File: config.mk
export PLATFORM = sky130hd
export DESIGN_NAME = fwd_ctrl_top
export DESIGN_NICKNAME = d
export VERILOG_FILES = /design/src/rtl/fwd_pkg.sv /design/src/rtl/fwd_pick.sv /design/src/rtl/opnd_mux.sv /design/src/rtl/rf_bypass.sv /design/src/rtl/fwd_ctrl_top.sv
export SDC_FILE = /design/constraint.sdc
export NUM_CORES = 1
export LEC_CHECK = 0
export CORE_AREA = 2 2 139 141
export DETAILED_ROUTE_END_ITERATION = 10
export DIE_AREA = 0 0 141 143
export DONT_BUFFER_PORTS = 1
export PLACE_DENSITY = 0.39
export SETUP_SLACK_MARGIN = 0.3
export SLEW_MARGIN = 20
export SYNTH_ARGS = -nofsm -noshare
export SYNTH_HDL_FRONTEND = slang
export SYNTH_SLANG_ARGS = --single-unit
File: constraint.sdc
create_clock -name vclk -period 2.5
set_clock_uncertainty 0.1 [all_clocks]
set_input_delay 0.5 -clock vclk [all_inputs]
set_output_delay 0.5 -clock vclk [all_outputs]
set_load 0.01 [all_outputs]
File: src/rtl/fwd_pkg.sv
package fwd_pkg;
  localparam int REG_AW = 5;
  localparam int DATA_W = 32;

  typedef enum logic [1:0] {
    SRC_RF  = 2'b00,
    SRC_MWB = 2'b01,
    SRC_EXM = 2'b10
  } opnd_src_e;
endpackage

File: src/rtl/fwd_pick.sv
module fwd_pick
  import fwd_pkg::*;
#(
  parameter int AW = REG_AW
) (
  input  logic [AW-1:0] src,
  input  logic [AW-1:0] exm_dst,
  input  logic          exm_wen,
  input  logic [AW-1:0] mwb_dst,
  input  logic          mwb_wen,
  output logic [1:0]    sel
);
  logic exm_hit;
  logic mwb_hit;

  // A stage qualifies only when it writes a real (nonzero) register.
  assign exm_hit = exm_wen && (exm_dst != '0) && (exm_dst == src);
  assign mwb_hit = mwb_wen && (mwb_dst != '0) && (mwb_dst == src);

  always_comb begin
    if (exm_hit)      sel = SRC_EXM;
    else if (mwb_hit) sel = SRC_MWB;
    else              sel = SRC_RF;
  end
endmodule

File: src/rtl/opnd_mux.sv
module opnd_mux
  import fwd_pkg::*;
#(
  parameter int DW = DATA_W
) (
  input  logic [1:0]    sel,
  input  logic [DW-1:0] rf_val,
  input  logic [DW-1:0] exm_val,
  input  logic [DW-1:0] mwb_val,
  output logic [DW-1:0] out
);
  always_comb begin
    unique case (sel)
      SRC_EXM: out = exm_val;
      SRC_MWB: out = mwb_val;
      default: out = rf_val;
    endcase
  end
endmodule

File: src/rtl/rf_bypass.sv
module rf_bypass
  import fwd_pkg::*;
#(
  parameter int AW = REG_AW,
  parameter int DW = DATA_W
) (
  input  logic [AW-1:0] rd_addr,
  input  logic [DW-1:0] raw_val,
  input  logic [AW-1:0] wr_addr,
  input  logic          wr_en,
  input  logic [DW-1:0] wr_val,
  output logic [DW-1:0] rd_val
);
  logic hit;
  assign hit    = wr_en && (wr_addr != '0) && (wr_addr == rd_addr);
  assign rd_val = hit ? wr_val : raw_val;
endmodule

File: src/rtl/fwd_ctrl_top.sv
module fwd_ctrl_top
  import fwd_pkg::*;
#(
  parameter int AW = REG_AW,
  parameter int DW = DATA_W
) (
  input  logic [AW-1:0] ex_src_a,
  input  logic [AW-1:0] ex_src_b,
  input  logic [DW-1:0] ex_rf_a,
  input  logic [DW-1:0] ex_rf_b,
  input  logic [AW-1:0] exm_dst,
  input  logic          exm_wen,
  input  logic [DW-1:0] exm_alu,
  input  logic [AW-1:0] mwb_dst,
  input  logic          mwb_wen,
  input  logic [DW-1:0] mwb_val,
  input  logic [AW-1:0] id_rd_a,
  input  logic [AW-1:0] id_rd_b,
  input  logic [DW-1:0] id_raw_a,
  input  logic [DW-1:0] id_raw_b,
  output logic [1:0]    sel_a,
  output logic [1:0]    sel_b,
  output logic [DW-1:0] opnd_a,
  output logic [DW-1:0] opnd_b,
  output logic [DW-1:0] id_val_a,
  output logic [DW-1:0] id_val_b
);
  localparam int NPORT = 2;

  logic [NPORT-1:0][AW-1:0] src_v;
  logic [NPORT-1:0][DW-1:0] rf_v;
  logic [NPORT-1:0][1:0]    sel_v;
  logic [NPORT-1:0][DW-1:0] op_v;
  logic [NPORT-1:0][AW-1:0] rd_v;
  logic [NPORT-1:0][DW-1:0] raw_v;
  logic [NPORT-1:0][DW-1:0] idv_v;

  assign src_v = {ex_src_b, ex_src_a};
  assign rf_v  = {ex_rf_b, ex_rf_a};
  assign rd_v  = {id_rd_b, id_rd_a};
  assign raw_v = {id_raw_b, id_raw_a};

  for (genvar p = 0; p < NPORT; p++) begin : g_port
    fwd_pick #(.AW(AW)) u_pick (
      .src     (src_v[p]),
      .exm_dst (exm_dst),
      .exm_wen (exm_wen),
      .mwb_dst (mwb_dst),
      .mwb_wen (mwb_wen),
      .sel     (sel_v[p])
    );

    opnd_mux #(.DW(DW)) u_mux (
      .sel     (sel_v[p]),
      .rf_val  (rf_v[p]),
      .exm_val (exm_alu),
      .mwb_val (mwb_val),
      .out     (op_v[p])
    );

    rf_bypass #(.AW(AW), .DW(DW)) u_byp (
      .rd_addr (rd_v[p]),
      .raw_val (raw_v[p]),
      .wr_addr (mwb_dst),
      .wr_en   (mwb_wen),
      .wr_val  (mwb_val),
      .rd_val  (idv_v[p])
    );
  end

  assign sel_a    = sel_v[0];
  assign sel_b    = sel_v[1];
  assign opnd_a   = op_v[0];
  assign opnd_b   = op_v[1];
  assign id_val_a = idv_v[0];
  assign id_val_b = idv_v[1];
endmodule

==> impl_summary.log <==
[metrics] Area Overhead vs Synth: 78.3%
[metrics] final wirelength: 22.3 mm
[metrics] I/O pin cnt: 356
[metrics] DRT Pass-1 Iters: 5
[metrics] share of power burned in registers: 0%
[metrics] number of core rows: 50
[metrics] final number of setup-violating endpoints: 61
[metrics] total number of vias: 4,525
[metrics] per-instance average area after synthesis: 6.85 um^2
[metrics] Tightest Hold Check Type: in -> out
[metrics] Hold WS: 1.04 ns
[metrics] Register Area: 0 um^2
[metrics] share of power burned in the clock network: 0%
[metrics] hold violation count in the final report: 0
[metrics] Mapped Area: 3300 um^2
[metrics] start-to-end type of the worst setup path: in -> out
[metrics] leakage power of the design: 0.00192 uW
[metrics] input/output buffers: 0
[metrics] sequential cell count: 0
[metrics] fraction of power consumed by combinational cells: 100.0%
[metrics] routed wire length per instance: 29.9 um
[metrics] antenna violations before repair: 0
[metrics] Power Density: 179 nW/um^2
[metrics] register area share after synthesis: 0%
[metrics] result of the run: complete, but fails checks
[metrics] pin count of the biggest net entering global routing: 45
[metrics] number of buffers added to fix hold violations after cts: 0
[metrics] first-pass GRT wire length: 30.4 mm
[metrics] non-filler cells in the finished layout: 745
[metrics] GRT overflow: 0
[metrics] filler instances: 1,944
[metrics] HPWL after detailed placement: 15.6 mm
[metrics] measured slew at the worst slew-check pin: 0.498 ns
[metrics] placeable core area: 18,600 um^2
[metrics] Setup WS pre-CTS: -0.175 ns
[metrics] Post-Syn Nets: 706
[metrics] max-capacitance violation count: 0
[metrics] number of clock buffer instances in the layout: 0
[metrics] number of warning messages in the yosys log: 0
[metrics] final worst setup slack: -0.0901 ns
[metrics] final period demand of the worst path: 2.59 ns
[metrics] CP startpoint kind: input port
[metrics] crit end category: output port
[metrics] start point of the worst min-delay path: mwb_val[15]
[metrics] peak ir drop on the vdd network: 0.135 mV
[metrics] initial core utilization: 17.8%
[metrics] Switching Share: 53.8%
[metrics] unrepaired setup endpoints after global routing: true
[metrics] highest fanout seen on the critical path: 4
[metrics] total inserted antenna cells: 0
[metrics] Max transition margin: 66.8%
[metrics] internal cell power: 487 uW
[metrics] ratio of final minimum period to clock period: 104%
[metrics] vias per inst: 6.07
[metrics] number of pins with negative max-slew slack in the final report: 0
[metrics] data required time at the worst endpoint: 1.90 ns
[metrics] initial drt markers: 259
[metrics] fin util: 31.7%
[metrics] number of design rule violations left after detail routing: 0
[metrics] number of nets still failing antenna checks after routing: 0
[metrics] die extent in x: 141 um
[metrics] Worst Hold Path Cells: 1
[metrics] power consumption: 1050 uW
[metrics] failing checks: setup timing
[metrics] number of distinct library cell variants in the gate-level netlist after synthesis: 30
[metrics] number of placed instances with taps included: 701
[metrics] via count of the first global-routing pass: 4,526
[metrics] overall die area: 20,200 um^2
[metrics] worst endpoint data arrival time: 1.99 ns
[metrics] gpl congestion: 0.810
[metrics] Switching Power: 566 uW
[metrics] instance count of the mapped netlist: 482
[metrics] hold worst-path end: id_val_a[15]
[metrics] net count of the finished layout: 737
[metrics] Highest Clock Rate: 0.386 GHz
[metrics] height of the die: 143 um
[metrics] combined global-route utilization of all metal layers: 19.7%
[metrics] share of final-layout standard cells stronger than drive strength 1: 52.4%
power groups by stage:
stage / logic, uW / registers (uW) / clock network, uW
after floorplan: 573 / 0 / 0
after global placement: 789 / 0 / 0
after global routing: 1110 / 0 / 0
final: 1050 / 0 / 0
after CTS: 951 / 0 / 0
after detailed placement: 795 / 0 / 0
layout by cell type, fill, tap and decap left out:
| cell type | netlist | layout |
|---|---|---|
| nor3_4 | 0 | 4 |
| a31oi_4 | 0 | 43 |
| xnor2_1 | 21 | 14 |
| nor3_2 | 0 | 8 |
| or2_4 | 0 | 3 |
| inv_4 | 0 | 1 |
| buf_8 | 0 | 3 |
| nand3_2 | 0 | 3 |
| nand2_2 | 0 | 1 |
| a31oi_1 | 63 | 11 |
| xnor2_2 | 0 | 7 |
| mux2_4 | 0 | 64 |
| o31ai_2 | 0 | 5 |
| a31oi_2 | 0 | 9 |
| xor2_1 | 9 | 9 |
| inv_1 | 33 | 32 |
| a21bo_4 | 0 | 1 |
| buf_6 | 1 | 22 |
| nor3_1 | 64 | 52 |
| nor2_4 | 0 | 1 |
| nor4_4 | 2 | 5 |
| clkbuf_16 | 0 | 3 |
| o31a_1 | 2 | 2 |
| buf_16 | 0 | 9 |
| o211ai_4 | 0 | 2 |
| or3_1 | 2 | 1 |
| inv_2 | 2 | 1 |
| a21boi_4 | 0 | 1 |
| or4_4 | 1 | 3 |
| nand4_1 | 34 | 34 |
| inv_6 | 0 | 1 |
| nor4_1 | 3 | 1 |
| or3_4 | 0 | 1 |
| buf_12 | 0 | 24 |
| buf_4 | 11 | 43 |
| or4_1 | 31 | 29 |
| o31ai_1 | 63 | 58 |
per-stage QoR:
step / area [um^2] / TNS, ns
global placement: 4300 / -2.59
global route: 5890 / -6.58
detailed placement: 4300 / -3.86
floorplan: 3820 / 0
finish: 5890 / -2.89
CTS: 5370 / -2.51
cell families (layout without fill, tap and decap cells):
group,Yosys count,in the layout,share of synthesized area (%)
AND/OR/NAND/NOR,146,146,27.4
AO/OA/AOI/OAI,132,132,28.1
multiplexers,64,64,21.8
XOR/XNOR,30,30,7.95
buffers and inverters,110,139,14.8
layout make-up:
class	instances	area, um^2	share of cell area, %
tap	234	293	4.97
multi-input combinational	372	4040	68.6
inverter	35	139	2.36
timing repair buffer	104	1420	24.1
per-layer routing:
metal  global-route usage, %  part of all wire [%]
met1                    23.5                    38
met2                    37.0                    52
met3                    4.26                   8.3
met4                    2.58                   1.2
met5                       0                     0
synthesized netlist by cell type:
library cell | n | area [um^2]
or2_1 | 2 | 12.5
xnor2_1 | 21 | 184
o31a_1 | 2 | 17.5
nor2_1 | 1 | 3.75
a31oi_1 | 63 | 394
o211ai_2 | 2 | 25.0
or4_4 | 1 | 11.3
nor4_4 | 2 | 42.5
a21bo_1 | 1 | 10.0
or3_1 | 2 | 12.5
a21boi_1 | 1 | 7.51
inv_2 | 2 | 7.51
or2_2 | 1 | 6.26
o31ai_1 | 63 | 473
nor4_1 | 3 | 18.8
nand3_1 | 3 | 15.0
mux2_2 | 62 | 698
inv_1 | 33 | 124
nor4_2 | 1 | 12.5
buf_2 | 21 | 105
nand4_1 | 34 | 213
clkbuf_1 | 40 | 150
nor3_1 | 64 | 320
buf_1 | 2 | 7.51
xor2_1 | 9 | 78.8
nand2_1 | 1 | 3.75
buf_4 | 11 | 82.6
or4_1 | 31 | 233
buf_6 | 1 | 11.3
mux2_1 | 2 | 22.5
timing repair:
action / in CTS / in global routing
gates resized for setup: 118 / 56
setup endpoints to repair: 132 / 132
setup buffers: 25 / 7
cloned: 8 / 4
pin swaps: 26 / 16
critical path, stage by stage:
cell and delay (ns):
or4_4 0.56, o211ai_4 0.24, buf_12 0.16, buf_12 0.10, nor3_2 0.04, a31oi_2 0.21
buf_4 0.17
worst max path at each step:
stage | from | to | cells past startpoint
2_1_floorplan | mwb_dst[0] | id_val_a[10] | 7
3_3_place_gp | exm_dst[3] | opnd_b[16] | 6
3_5_place_dp | exm_dst[3] | opnd_b[16] | 6
4_1_cts | exm_dst[1] | opnd_b[31] | 7
5_1_grt | exm_dst[3] | opnd_b[10] | 6
6_report | exm_dst[3] | opnd_b[16] | 7
Note: power is estimated with default switching activity, not from simulation.
